[config.mk]
export PLATFORM = sky130hd
export DESIGN_NAME = sd_init_burst
export DESIGN_NICKNAME = d
export VERILOG_FILES = /design/src/rtl/sd_init_pkg.sv /design/src/rtl/sdinit_burst_ctrl.sv /design/src/rtl/sdinit_cmd_gate.sv /design/src/rtl/sd_init_burst.sv
export SDC_FILE = /design/constraint.sdc
export NUM_CORES = 1
export LEC_CHECK = 0
export ABC_CLOCK_PERIOD_IN_PS = 2000
export BUFFER_PORTS_ARGS = -buffer_cell sky130_fd_sc_hd__buf_2
export CAP_MARGIN = 20
export CORE_AREA = 2 2 39 41
export CTS_CLUSTER_DIAMETER = 60
export DETAILED_ROUTE_END_ITERATION = 6
export DIE_AREA = 0 0 41 43
export GPL_ROUTABILITY_DRIVEN = 0
export HOLD_SLACK_MARGIN = 0.02
export SYNTH_ARGS = -nofsm -noshare
export SYNTH_HDL_FRONTEND = slang
export SYNTH_SLANG_ARGS = --single-unit
[constraint.sdc]
create_clock -name clk -period 2 [get_ports clk]
set_clock_uncertainty 0.05 [all_clocks]
set_input_delay 0.1 -clock clk [delete_from_list [all_inputs] [get_ports clk]]
set_output_delay 0.1 -clock clk [all_outputs]
set_load 0.02 [all_outputs]
[src/rtl/sd_init_pkg.sv]
package sd_init_pkg;
  localparam int unsigned BURST_LEN_DEFAULT = 80;

  typedef enum logic {
    ST_IDLE  = 1'b0,
    ST_BURST = 1'b1
  } burst_st_e;
endpackage

[src/rtl/sdinit_burst_ctrl.sv]
module sdinit_burst_ctrl
  import sd_init_pkg::*;
#(
  parameter int unsigned BURST_LEN = BURST_LEN_DEFAULT
) (
  input  logic clk,
  input  logic rst_n,
  input  logic sdclk_tick,
  input  logic cmd_inhibit,
  input  logic dat_inhibit,
  input  logic sw_wr,
  input  logic sw_wdata,
  output logic active
);
  localparam int unsigned CNT_W = $clog2(BURST_LEN + 1);
  localparam logic [CNT_W-1:0] LAST_CNT = CNT_W'(BURST_LEN - 1);

  burst_st_e        state_q, state_d;
  logic [CNT_W-1:0] cnt_q, cnt_d;
  logic             cnt_en;
  logic             start_ok;
  logic             last_tick;

  // A start is taken only when the bit is idle and both lines are free.
  always_comb begin
    start_ok  = sw_wr && sw_wdata && (state_q == ST_IDLE) &&
                !cmd_inhibit && !dat_inhibit;
    last_tick = (state_q == ST_BURST) && sdclk_tick && (cnt_q == LAST_CNT);
    cnt_en    = start_ok || ((state_q == ST_BURST) && sdclk_tick);
    cnt_d     = start_ok ? '0 : cnt_q + 1'b1;
    state_d   = state_q;
    case (state_q)
      ST_IDLE:  if (start_ok)  state_d = ST_BURST;
      ST_BURST: if (last_tick) state_d = ST_IDLE;
      default:                 state_d = ST_IDLE;
    endcase
  end

  always_ff @(posedge clk or negedge rst_n) begin
    if (!rst_n) begin
      state_q <= ST_IDLE;
      cnt_q   <= '0;
    end else begin
      state_q <= state_d;
      if (cnt_en) cnt_q <= cnt_d;
    end
  end

  assign active = (state_q == ST_BURST);

  AST_CLEARS_AFTER_LAST: assert property (@(posedge clk) disable iff (!rst_n)
    (active && sdclk_tick && cnt_q == LAST_CNT) |=> !active);
  AST_HOLD_BETWEEN_TICKS: assert property (@(posedge clk) disable iff (!rst_n)
    (active && !sdclk_tick) |=> (active && $stable(cnt_q)));
  AST_CNT_IN_RANGE: assert property (@(posedge clk) disable iff (!rst_n)
    active |-> (cnt_q < CNT_W'(BURST_LEN)));
  AST_WRITE0_NO_SET: assert property (@(posedge clk) disable iff (!rst_n)
    (!active && sw_wr && !sw_wdata) |=> !active);
  AST_BUSY_REFUSES_START: assert property (@(posedge clk) disable iff (!rst_n)
    (!active && (cmd_inhibit || dat_inhibit)) |=> !active);
endmodule

[src/rtl/sdinit_cmd_gate.sv]
module sdinit_cmd_gate (
  input  logic clk,
  input  logic rst_n,
  input  logic active,
  input  logic sdclk_tick,
  input  logic cmd_start_req,
  input  logic auto_gate_en,
  output logic sdclk_en,
  output logic cmd_release,
  output logic cmd_idle_hold
);
  logic pend_q, pend_d;
  logic pend_en;
  logic pend_fire;

  always_comb begin
    pend_fire   = !active && pend_q && sdclk_tick;
    cmd_release = !active && (pend_q ? sdclk_tick : cmd_start_req);
    pend_en     = (active && cmd_start_req) || pend_fire;
    pend_d      = active && cmd_start_req;
    sdclk_en    = active ? 1'b1 : auto_gate_en;
    cmd_idle_hold = active;
  end

  always_ff @(posedge clk or negedge rst_n) begin
    if (!rst_n) begin
      pend_q <= 1'b0;
    end else if (pend_en) begin
      pend_q <= pend_d;
    end
  end

  AST_PEND_KEPT_IN_BURST: assert property (@(posedge clk) disable iff (!rst_n)
    (pend_q && active) |=> pend_q);
  AST_PEND_DRAINS: assert property (@(posedge clk) disable iff (!rst_n)
    (pend_q && !active && sdclk_tick) |=> !pend_q);
endmodule

[src/rtl/sd_init_burst.sv]
module sd_init_burst
  import sd_init_pkg::*;
#(
  parameter int unsigned BURST_LEN = BURST_LEN_DEFAULT
) (
  input  logic clk,
  input  logic rst_n,
  input  logic sdclk_tick,
  input  logic auto_gate_en,
  input  logic cmd_inhibit,
  input  logic dat_inhibit,
  input  logic sw_wr,
  input  logic sw_wdata,
  input  logic cmd_start_req,
  output logic sdclk_en,
  output logic cmd_release,
  output logic cmd_idle_hold,
  output logic init_active
);
  logic active;

  sdinit_burst_ctrl #(.BURST_LEN(BURST_LEN)) u_ctrl (
    .clk         (clk),
    .rst_n       (rst_n),
    .sdclk_tick  (sdclk_tick),
    .cmd_inhibit (cmd_inhibit),
    .dat_inhibit (dat_inhibit),
    .sw_wr       (sw_wr),
    .sw_wdata    (sw_wdata),
    .active      (active)
  );

  sdinit_cmd_gate u_gate (
    .clk           (clk),
    .rst_n         (rst_n),
    .active        (active),
    .sdclk_tick    (sdclk_tick),
    .cmd_start_req (cmd_start_req),
    .auto_gate_en  (auto_gate_en),
    .sdclk_en      (sdclk_en),
    .cmd_release   (cmd_release),
    .cmd_idle_hold (cmd_idle_hold)
  );

  assign init_active = active;

  AST_CLK_FORCED: assert property (@(posedge clk) disable iff (!rst_n)
    init_active |-> sdclk_en);
  AST_NO_RELEASE_IN_BURST: assert property (@(posedge clk) disable iff (!rst_n)
    init_active |-> !cmd_release);
  AST_CMD_HELD_IDLE: assert property (@(posedge clk) disable iff (!rst_n)
    init_active |-> cmd_idle_hold);
endmodule

==> After elaboration in Yosys (flattened, before gate mapping) <==
Index checks and enable logic that the tools add are counted.
{ "totals": {"reg_bits": 9, "out_inout_bits": 4, "elab_cells": 27} }
{ "classes": {"add_sub_neg": 1, "n_eq_ne": 1, "n_mux": 6, "bitwise_logic": 1, "n_reduce_logical": 15} }
{ "op_table": {"columns": ["cell", "count"], "rows": [
  ["1-bit logical AND", 10],
  ["7-bit by 1-bit adder with 7-bit output (second input constant)", 1],
  ["7-bit == test (second input constant)", 1],
  ["7-bit 2-to-1 mux", 1],
  ["1-bit 2-to-1 mux", 4],
  ["1-bit zero test", 3],
  ["1-bit logical OR", 2],
  ["1-bit one-hot mux with 2 select lines", 1],
  ["1-bit NOT", 1]
]} }

==> Depth between registers and ports, before layout <==
Gate-level depths: netlist of run 1.
{ "logic_depth": {"word_depth": 6, "ltp_mapped": 4} }

==> Cells and area by module <==
Synthesis of run 1 repeated with hierarchy kept, for this count alone.
{ "unflattened": {"cells_unflattened": 49, "area_unflattened_um2": 473.0} }
{ "by_module_without_submodules": {"columns": ["module", "n_inst", "cells_each", "area_per_inst_um2", "seq_area_each_um2"], "rows": [
  ["sdinit_burst_ctrl", 1, 41, 406.6, 200.2],
  ["sdinit_cmd_gate", 1, 8, 66.3, 25.0]
]} }

==> Worst setup path after synthesis of run 1 <==
OpenSTA, ideal clock, no wires.
{ "synth_path": {"path_type": "reg-to-reg", "from": "reg u_ctrl.state_q (netlist: u_ctrl.active)", "to": "reg u_ctrl.cnt_q[3]", "setup_time_ns": 0.078, "arrival_ns": 1.185, "required_ns": 1.872, "setup_slack_ns": 0.687, "stages_incl_launch_ff": 5, "path_buffers": 1, "path_cell_list": "dfrtp_1 -> buf_6 -> nand4_2 -> or3_1 -> a21oi_1"} }
{ "synth_via": {"elab_chain_len": 5} }
{ "synth_lines": {"columns": ["element", "line_no", "rtl"], "rows": [
  ["start: declaration", "sdinit_burst_ctrl.sv:18", "burst_st_e state_q, state_d;"],
  ["start signal: assignment", "sdinit_burst_ctrl.sv:44", "state_q <= state_d;"],
  ["1-bit NOT", "sdinit_burst_ctrl.sv:26", "start_ok = sw_wr && sw_wdata && (state_q == ST_IDLE) &&"],
  ["1-bit logical AND (2 in series)", "sdinit_burst_ctrl.sv:26", null],
  ["1-bit logical AND", "sdinit_burst_ctrl.sv:27", "!cmd_inhibit && !dat_inhibit;"],
  ["7-bit 2-to-1 mux or 1-bit logical OR (tied branches)", "sdinit_burst_ctrl.sv:30, sdinit_burst_ctrl.sv:29", null],
  ["end signal: assignment", "sdinit_burst_ctrl.sv:45", "if (cnt_en) cnt_q <= cnt_d;"],
  ["end: declaration", "sdinit_burst_ctrl.sv:19", "logic [CNT_W-1:0] cnt_q, cnt_d;"]
]} }
Parallel ways exist; a longest one is shown, timed or not.
A chain may end at the register's enable or synchronous reset.

==> Worst setup path in the final report of run 1 <==
{ "layout_path": {"from": "reg u_ctrl.state_q (netlist: u_ctrl.active)", "to": "out sdclk_en"} }
{ "layout_via": {"elab_chain_len": 1} }
{ "layout_lines": {"columns": ["element", "line_no", "rtl"], "rows": [
  ["1-bit 2-to-1 mux", "sdinit_cmd_gate.sv:21", "sdclk_en = active ? 1'b1 : auto_gate_en;"],
  ["end: declaration", "sd_init_burst.sv:15", "output logic sdclk_en,"]
]} }
Every way passes these cells.

==> results by group, run 1 <==
Power and ir drop
  – Total power draw: approximately 0.64 mW
  – Ratio of total power to cell area: roughly 1100 nW/um^2
  – Worst supply voltage drop on vdd: 0.499 mV
  – Leakage power figure: 0.262 nW

Floorplanning
  – Die height: around 43 um
  – Floorplan die width: 41 um
  – Core footprint: roughly 1400 um^2
  – Initial Util: 0.353
  – IO Pins: 13
  – Total die area: 1760 um^2
  – Rows: 14

Yosys
  – Mean instance size in the synthesized netlist: ~10 um^2
  – Share of async-settable or async-resettable flops after synthesis: 1.00
  – Number of different library cells in the post-synthesis netlist: 21
  – Synth warn: 0
  – Post-synthesis cell count: between 40 and 50
  – Fraction of the yosys area taken by sequential cells: 0.462
  – Number of flops mapped to enable cells by yosys: 0
  – Syn Nets: 59
  – Register bit total from synthesis: 9
  – Total standard cell area after synthesis: 488 um^2
  – Ys flop type: sky130_fd_sc_hd__dfrtp_1

Routing
  – DRC errors left: 0
  – Via count of the routed design: 411
  – Routed length per instance: 11.8 um
  – Antenna-violating nets left: 0
  – Number of design-rule violations left by the first detailed-router iteration: 4
  – Via density: 5.14
  – First-pass iteration count of the detailed router: 3
  – Final routed wirelength across all metal layers: between 900 and 1000 um

Final layout
  – Post-route design area: a little under 600 um^2
  – Share of final-layout standard cells stronger than drive strength 1: 0.297
  – Final cell count without fillers: 80
  – Area added between synthesis and finish: 20.0%
  – Diodes inserted: 0
  – Nets: 75

Critical path
  – Kind of start point of the critical path: flop
  – Beginning of the critical path: u_ctrl.active$_DFF_PN0_
  – Data required time at the worst endpoint: 1850 ps
  – Kind of critical path: reg -> out
  – Critical path endpoint category: output pin
  – Reg2Reg Launch Point: u_ctrl.active$_DFF_PN0_
  – Arrival time worst endpoint: 1280 ps
  – Worst setup slack for register-to-register paths: 610 ps
  – Peak fanout along the critical path: 13
  – Crit Reg-Reg Endpoint: u_ctrl.cnt_q[2]$_DFFE_PN0P_
  – Cells on worst reg2reg path: 2
  – Last element of the critical path: sdclk_en

STA
  – Number of hold violations in the final report: 0
  – Peak clock frequency supported by timing: 698 MHz
  – Tightest hold margin: 58.6 ps
  – Final max-slew violation count: 0
  – Final setup TNS: 0 ps
  – Period utilisation layout: 0.716
  – Setup violators final: 0
  – Actual transition at the worst max-transition pin: 531 ps
  – Setup repair after global routing missed its margin: false
  – Tightest slew margin relative to the limit: 0.643
  – Final critical path time including I/O delays and setup: 1430 ps

Flow run
  – Max-cap check violation count: 0

Run status
  – Status: complete, no violations

GRT
  – Number of antenna violations at the first check in global routing: 0
  – Pin count of the biggest net entering global routing: 14
  – Tot GR Track Use: 0.140
  – Total grt overflow: 0
  – First-pass GRT wire length: 1590 um
  – Via count of the first global-routing pass: 366

Clock tree
  – Clock Tree Buf Depth: 2
  – Deepest level of the CTS H-tree: 1
  – CTS tree: yes
  – Clock latency reported for the late side of the worst-skew pair: 260 ps
  – CTS buffer count: 3
  – CTS Root Cell: sky130_fd_sc_hd__clkbuf_4
  – Clock-pin slew of the registers on the worst-case setup and hold paths: 60 ps
  – CTS Sinks: 9

Placement
  – Total instance count after detailed placement: 75
  – HPWL after DPL: 730 um
  – Number of port buffers: 12
  – Placed cell areas: 549 um^2

Worst hold path
  – Number of instances on the worst hold path: 3
  – Tightest Hold Check Type: in -> reg
[through the flow]
| step | setup WS, ps | utilization |
|---|---|---|
| after floorplan | 687 | - |
| after global placement | 616 | 0.397 |
| after detailed placement | 588 | 0.397 |
| after CTS | 556 | 0.423 |
| after global routing | 432 | 0.423 |
| final | 567 | 0.423 |
[Yosys cell counts, types with 2 or more instances]
| library cell | n | area [um^2] |
|---|---|---|
| sky130_fd_sc_hd__o21ai_0 | 4 | 20.0 |
| sky130_fd_sc_hd__nand2_1 | 5 | 18.8 |
| sky130_fd_sc_hd__o41ai_1 | 3 | 26.3 |
| sky130_fd_sc_hd__inv_1 | 2 | 7.51 |
| sky130_fd_sc_hd__nor2_1 | 4 | 15.0 |
| sky130_fd_sc_hd__nand3_1 | 2 | 10.0 |
| sky130_fd_sc_hd__a21oi_1 | 3 | 15.0 |
| sky130_fd_sc_hd__nand2b_1 | 2 | 12.5 |
| sky130_fd_sc_hd__mux2i_1 | 3 | 30.0 |
| sky130_fd_sc_hd__or3_1 | 2 | 12.5 |
| sky130_fd_sc_hd__dfrtp_1 | 9 | 225 |
[report_power, final]
part           leakage [nW]  switching [mW]  internal [mW]
logic                 0.135           0.107         0.0848
registers             0.112          0.0654          0.238
clock network        0.0150          0.0667         0.0771
total                 0.262           0.239          0.399
[flip-flops by register name (all words and copies together), names as in the netlist]
name,count
u_ctrl.active,1
u_gate.pend_q,1
u_ctrl.cnt_q,7
[how the worst min path moves through the flow]
stage / from / to / slack (ps)
final: cmd_start_req / u_gate.pend_q$_DFFE_PN0P_ / 60
after global routing: cmd_start_req / u_gate.pend_q$_DFFE_PN0P_ / 90
after CTS: cmd_start_req / u_gate.pend_q$_DFFE_PN0P_ / 60
after detailed placement: rst_n / u_ctrl.cnt_q[6]$_DFFE_PN0P_ / -80
after global placement: rst_n / u_ctrl.active$_DFF_PN0_ / -80
after floorplan: rst_n / u_ctrl.active$_DFF_PN0_ / -250
[per-layer routing]
metal | vias up | track usage | wire length (um)
li1 | 203 | - | -
met1 | 196 | 0.198 | 458
met2 | 8 | 0.172 | 424
met3 | 4 | 0.0471 | 38
met4 | 0 | 0.100 | 22
met5 | - | 0 | 0
[logic make-up (layout without fill, tap and decap cells)]
group	after synthesis	count (layout)	share of synthesized area
AO/OA/AOI/OAI	10	10	0.126
adder cells (fa/ha/maj)	1	1	0.0256
multiplexers	3	3	0.0615
buffers and inverters	4	19	0.0539
flip-flops	9	9	0.462
AND/OR/NAND/NOR	20	20	0.236
XOR/XNOR	2	2	0.0359
[what timing repair did]
action | 4_1_cts | 5_1_grt
gates resized for setup | 0 | 0
endpoints found under the hold margin | 9 | 0
hold buffers | 1 | 0
buffers inserted | 0 | 0
[area by class of cell]
cell class              instances  area [um^2]
clock buffers                   4         26.3
fillers                       150          798
inverters                       2         7.51
multi-input cells              36          236
flip-flops and latches          9          225
well taps                      16         20.0
repair buffers                 13         70.1
[placed cells by master (no fill, tap or decap)]
cell / count
sky130_fd_sc_hd__nor4_2: 1
sky130_fd_sc_hd__inv_1: 2
sky130_fd_sc_hd__or3_1: 2
sky130_fd_sc_hd__o41ai_1: 3
sky130_fd_sc_hd__nand4_2: 1
sky130_fd_sc_hd__ha_1: 1
sky130_fd_sc_hd__or2_2: 1
sky130_fd_sc_hd__a21oi_1: 3
sky130_fd_sc_hd__dfrtp_1: 9
sky130_fd_sc_hd__xnor2_1: 1
sky130_fd_sc_hd__nand3_2: 1
sky130_fd_sc_hd__mux2i_1: 3
sky130_fd_sc_hd__clkbuf_4: 3
sky130_fd_sc_hd__nand2b_1: 2
sky130_fd_sc_hd__xor2_1: 1
sky130_fd_sc_hd__nor3_1: 1
sky130_fd_sc_hd__buf_2: 12
sky130_fd_sc_hd__dlygate4sd3_1: 1
sky130_fd_sc_hd__o21ai_0: 4
sky130_fd_sc_hd__nand2_1: 5
sky130_fd_sc_hd__clkbuf_1: 1
sky130_fd_sc_hd__nor2_1: 4
sky130_fd_sc_hd__nand3_1: 2
[worst max-delay path, stage by stage, from the launching register on]
cell,delay (ps)
sky130_fd_sc_hd__dfrtp_1,520
sky130_fd_sc_hd__or2_2,340
sky130_fd_sc_hd__buf_2,160
Note: power is estimated with default switching activity, not from simulation.
==> run 2: changes to the inputs <==
Settings changed: ABC_CLOCK_PERIOD_IN_PS 2000 to 1400.
Clock period 2 ns to 1.4 ns, I/O delays scaled along.
==> run 2 against run 1 <==
Cell count up 6.3%; worst hold slack worse by 35 ps; largest power group unchanged; core utilization rose by 2.8 points; flip-flop and latch count unchanged.
==> results by group, run 2 (same netlist as run 1, synthesis figures left out) <==
STA
  – Worst Setup Slack, final: 61.6 ps
  – Final setup TNS: 0 ps
  – Actual transition at the worst max-transition pin: ~300 ps
  – Peak clock frequency supported by timing: 747 MHz
  – Final critical path time including I/O delays and setup: 1340 ps
  – Final max-slew violation count: 0
  – Setup violators final: 0
  – Period utilisation layout: 0.956
  – Tightest slew margin relative to the limit: 0.795
  – Number of hold violations in the final report: 0
  – Setup repair after global routing missed its margin: false

Floorplanning
  – Total die area: 1760 um^2
  – Core footprint: between 1000 and 1500 um^2
  – Rows: 14
  – Initial Util: 0.353
  – Die height: 43 um
  – IO Pins: 13
  – Floorplan die width: approximately 40 um

Power and ir drop
  – Ratio of total power to cell area: 1550 nW/um^2
  – Leakage power figure: ~0.29 nW
  – Worst supply voltage drop on vdd: 0.738 mV
  – Total power draw: 0.967 mW

Critical path
  – Crit-path slowest cell: sky130_fd_sc_hd__dfrtp_2
  – Last element of the critical path: sdclk_en
  – Kind of critical path: reg -> out
  – Arrival time worst endpoint: 1220 ps
  – Kind of start point of the critical path: flop
  – Cell breakdown of the critical path: or2_2 > buf_2
  – Peak fanout along the critical path: 13
  – Reg2Reg Launch Point: u_ctrl.cnt_q[0]$_DFFE_PN0P_
  – Crit Reg-Reg Endpoint: u_ctrl.active$_DFF_PN0_
  – Beginning of the critical path: u_ctrl.active$_DFF_PN0_
  – Data required time at the worst endpoint: 1280 ps
  – Critical path endpoint category: output pin
  – Max incr delay on CP: between 400 and 500 ps
  – Worst setup slack for register-to-register paths: 130 ps
  – Cells on worst reg2reg path: 4

Routing
  – Number of design-rule violations left by the first detailed-router iteration: 11
  – Routed length per instance: 11.6 um
  – Antenna-violating nets left: 0
  – First-pass iteration count of the detailed router: 4
  – Final routed wirelength across all metal layers: 990 um
  – Via density: approximately 5.1
  – DRC errors left: 0
  – Via count of the routed design: between 400 and 500

Final layout
  – Number of filler cells placed in the layout: 134
  – Biggest register: u_ctrl.cnt_q
  – Final core occ: 0.451
  – Area added between synthesis and finish: 27.9%
  – Diodes inserted: 0
  – Largest register FFs: 7
  – Most frequent cells in the layout: 12 x sky130_fd_sc_hd__buf_2, 8 x sky130_fd_sc_hd__dfrtp_1, 5 x sky130_fd_sc_hd__nand2_1, 5 x sky130_fd_sc_hd__buf_4
  – Share of final-layout standard cells stronger than drive strength 1: 0.362
  – Most common cell after layout, fill and taps aside: sky130_fd_sc_hd__buf_2
  – Flip-flop and latch area: approximately 230 um^2
  – Nets: 80
  – Area of combinational cells with multiple inputs: about 240 um^2
  – Post-route design area: 624 um^2

Clock tree
  – Clock-pin slew of the registers on the worst-case setup and hold paths: approximately 60 ps
  – Clock Tree Buf Depth: 2
  – CTS buffer count: 3
  – Clock latency reported for the late side of the worst-skew pair: 260 ps
  – Deepest level of the CTS H-tree: 1
  – Post-CTS Setup Inserts: 0
  – CTS tree: yes
  – CTS Root Cell: sky130_fd_sc_hd__clkbuf_4
  – CTS Sinks: 9

Placement
  – Number of port buffers: 12
  – Placed cell areas: slightly below 600 um^2
  – Pre-CTS setup slack: 34.1 ps
  – HPWL after DPL: 738 um

GRT
  – Tot GR Track Use: 0.148
  – First-pass GRT wire length: 1660 um
  – Total grt overflow: 0
  – Pin count of the biggest net entering global routing: 14
  – Via count of the first global-routing pass: 418
  – Number of antenna violations at the first check in global routing: 0

Run status
  – Status: complete, no violations

Worst hold path
  – Tightest Hold Check Type: in -> reg

Flow run
  – Max-cap check violation count: 0
run 2: cell types whose count changed in the layout (fill, tap and decap cells not counted):
cell,previous run,this run
sky130_fd_sc_hd__buf_4,0,5
sky130_fd_sc_hd__dfrtp_1,9,8
sky130_fd_sc_hd__dfrtp_2,0,1
run 2: timing repair:
action | 4_1_cts | 5_1_grt
hold buffers | 1 | 0
hold endpoints to repair | 9 | 0
setup endpoints to repair | 1 | 0
resized for setup | 1 | 0
run 2: stage by stage:
| step | std cells | hold slack (ps) |
|---|---|---|
| final | 85 | 23.5 |
| after global routing | 85 | 48.4 |
| after CTS | 85 | 27.1 |
| after detailed placement | 80 | -117 |
| after global placement | 80 | -111 |
| after floorplan | 49 | -276 |
run 2: layout make-up:
class / count / share of cell area
Tap cell: 16 / 0.0321
Clock buffer: 4 / 0.0421
Timing Repair Buffer: 18 / 0.172
Inverter: 2 / 0.0120
Multi-Input combinational cell: 36 / 0.379
Sequential cell: 9 / 0.363
run 2: worst min-delay path by stage:
stage                       start                         to  cells after the start
finish              cmd_start_req  u_gate.pend_q$_DFFE_PN0P_                      3
global route        cmd_start_req  u_gate.pend_q$_DFFE_PN0P_                      3
CTS                 cmd_start_req  u_gate.pend_q$_DFFE_PN0P_                      3
detailed placement          rst_n  u_gate.pend_q$_DFFE_PN0P_                      1
global placement            rst_n  u_gate.pend_q$_DFFE_PN0P_                      1
floorplan                   rst_n    u_ctrl.active$_DFF_PN0_                      0
run 2: power by group:
group	total [mW]	switching, mW	internal [mW]
Combinational	0.345	0.177	0.167
Clock	0.201	0.0912	0.110
Sequential	0.421	0.0796	0.341
run 2: worst max-delay path, delay by kind of cell (launching register included):
kind | cells | cell delay (ps)
AND/OR/NAND/NOR | 1 | 310
buffers and inverters | 1 | 160
flip-flops | 1 | 490
run 2: routing by layer:
metal | share of wire | up-vias | GRT usage
li1 | - | 216 | -
met1 | 0.44 | 201 | 0.173
met2 | 0.48 | 9 | 0.203
met3 | 0.053 | 4 | 0.0628
met4 | 0.027 | 0 | 0.113
met5 | 0 | - | 0
==> run 3: changes to the inputs <==
Settings changed: ABC_CLOCK_PERIOD_IN_PS 1400 to 1300.
Clock period 1.4 ns to 1.3 ns, I/O delays scaled along.
==> run 3 against run 2 <==
Global-route usage shrank 1.4 points; non-clock buffer count grew 2; combinational power increased by 27%; wire length grew 2.2%; sequential power rose by 6.9%; count of clock-buffer cells in the layout shrank 1; via count down 2.3%; power up 14%; critical path depth increased by 2; setup slack lost 20 ps.
==> results by group, run 3 (same netlist as run 1, synthesis figures left out) <==
Run status
  – Status: complete, no violations

Critical path
  – Cell breakdown of the critical path: ha_2 > nand3_2 > or3_1 > a21oi_1
  – Kind of start point of the critical path: flop
  – Data required time at the worst endpoint: 1440 ps
  – Crit path max-delay family: simple AND/OR/NAND/NOR gates
  – Critical path endpoint category: flop
  – Peak fanout along the critical path: 3
  – Crit-path slowest cell: sky130_fd_sc_hd__dfrtp_1
  – Reg2Reg Launch Point: u_ctrl.cnt_q[1]$_DFFE_PN0P_
  – Kind of critical path: reg -> reg
  – Beginning of the critical path: u_ctrl.cnt_q[1]$_DFFE_PN0P_
  – Buffers and inverters on the worst path: 0
  – Arrival time worst endpoint: 1400 ps
  – Max incr delay on CP: 380 ps

Floorplanning
  – Core footprint: about 1400 um^2
  – Initial Util: 0.353
  – Rows: 14
  – Floorplan die width: 41 um
  – Die height: 43 um
  – Total die area: 1760 um^2
  – IO Pins: 13

Power and ir drop
  – Sequential Power Share: 0.408
  – Net switching share of the total power: 0.368
  – Ratio of total power to cell area: 1580 nW/um^2
  – Pint: 0.695 mW
  – Clock group share of total power: 0.193
  – Total power draw: 1.10 mW
  – Leakage power figure: 0.308 nW
  – Worst supply voltage drop on vdd: 0.797 mV
  – P_sw: 0.406 mW
  – Combinational share of power: 0.398

GRT
  – Via count of the first global-routing pass: ~370
  – First-pass GRT wire length: 1520 um
  – Number of antenna violations at the first check in global routing: 0
  – Total grt overflow: 0
  – Tot GR Track Use: 0.134
  – Pin count of the biggest net entering global routing: 10

STA
  – Final critical path time including I/O delays and setup: around 1300 ps
  – Actual transition at the worst max-transition pin: 265 ps
  – Period utilisation layout: 0.968
  – Tightest hold margin: 37.7 ps
  – Final max-slew violation count: 0
  – Setup repair after global routing missed its margin: true
  – Setup violators final: 0
  – Tightest slew margin relative to the limit: 0.821
  – Number of hold violations in the final report: 0
  – Peak clock frequency supported by timing: ~790 MHz

Clock tree
  – Clock latency reported for the late side of the worst-skew pair: 260 ps
  – CTS buffer count: 3
  – CTS Sinks: 9
  – CTS Root Cell: sky130_fd_sc_hd__clkbuf_4
  – Deepest level of the CTS H-tree: 1
  – Clock-pin slew of the registers on the worst-case setup and hold paths: 60 ps
  – CTS tree: yes
  – Clock Tree Buf Depth: 2

Routing
  – Final routed wirelength across all metal layers: 1010 um
  – Via density: 4.83
  – DRC errors left: 0
  – First-pass iteration count of the detailed router: 4
  – Routed length per instance: 11.6 um
  – Via count of the routed design: 420
  – Antenna-violating nets left: 0
  – Number of design-rule violations left by the first detailed-router iteration: 6

Final layout
  – Number of filler cells placed in the layout: 135
  – Most frequent cells in the layout: 10 x sky130_fd_sc_hd__buf_2, 8 x sky130_fd_sc_hd__dfrtp_1, 6 x sky130_fd_sc_hd__buf_4
  – Nets: 82
  – Final core occ: 0.505
  – Diodes inserted: 0
  – Area added between synthesis and finish: 43.1%
  – Flip-flop and latch area: 226 um^2
  – Area of combinational cells with multiple inputs: 279 um^2
  – Biggest register: u_ctrl.cnt_q
  – Largest register FFs: 7
  – Share of final-layout standard cells stronger than drive strength 1: 0.437
  – Most common cell after layout, fill and taps aside: sky130_fd_sc_hd__buf_2

Worst hold path
  – Tightest Hold Check Type: in -> reg
  – Hold path startpoint: sdclk_tick

Placement
  – Number of port buffers: 12
  – HPWL after DPL: between 700 and 800 um

Flow run
  – Max-cap check violation count: 0
## run 3: layout make-up
| cell class | count | share of cell area |
|---|---|---|
| multi-input cells | 36 | 0.400 |
| inverters | 2 | 0.0108 |
| clock buffers | 3 | 0.0323 |
| well taps | 16 | 0.0287 |
| clock inverters | 1 | 0.00717 |
| flip-flops and latches | 9 | 0.324 |
| repair buffers | 20 | 0.197 |
## run 3: power by group through the flow
stage	clock [mW]	sequential, mW	combinational [mW]
4_1_cts	0.223	0.444	0.393
3_5_place_dp	0	0.463	0.347
6_report	0.213	0.450	0.438
5_1_grt	0.250	0.464	0.480
3_3_place_gp	0	0.463	0.337
2_1_floorplan	0	0.449	0.253
## run 3: layer usage
| metal | share of wire | global-route usage | up-vias |
|---|---|---|---|
| li1 | - | - | 220 |
| met1 | 0.43 | 0.150 | 189 |
| met2 | 0.49 | 0.197 | 9 |
| met3 | 0.063 | 0.0785 | 2 |
| met4 | 0.0099 | 0.0600 | 0 |
| met5 | 0 | 0 | - |
## run 3: timing repair
item | 4_1_cts | 5_1_grt
hold buffers | 2 | 0
pin swaps | 0 | 1
buffers inserted | 2 | 0
endpoints found under the setup margin | 1 | 9
resized for setup | 0 | 12
hold endpoints to repair | 10 | 0
## run 3: stage by stage
stage | setup slack (ps) | instance area, um^2 | instances | setup TNS [ps]
final | 41.6 | 698 | 87 | 0
after global placement | 32.0 | 581 | 79 | 0
after floorplan | 66.2 | 489 | 49 | 0
after detailed placement | 12.2 | 581 | 79 | 0
after CTS | 6.79 | 643 | 87 | 0
after global routing | -2.67 | 698 | 87 | -2.67
## run 3: final timing paths
kind / endpoint / cells after the start / slack (ps)
min in group asynchronous: u_ctrl.cnt_q[4]$_DFFE_PN0P_ / 2 / 130
setup / recovery: u_ctrl.cnt_q[4]$_DFFE_PN0P_ / 4 / 40
hold / removal: u_gate.pend_q$_DFFE_PN0P_ / 2 / 40
hold reg to reg: u_ctrl.cnt_q[6]$_DFFE_PN0P_ / 1 / 440
setup reg to reg: u_ctrl.cnt_q[4]$_DFFE_PN0P_ / 4 / 40
max in group asynchronous: u_ctrl.active$_DFF_PN0_ / 2 / 880
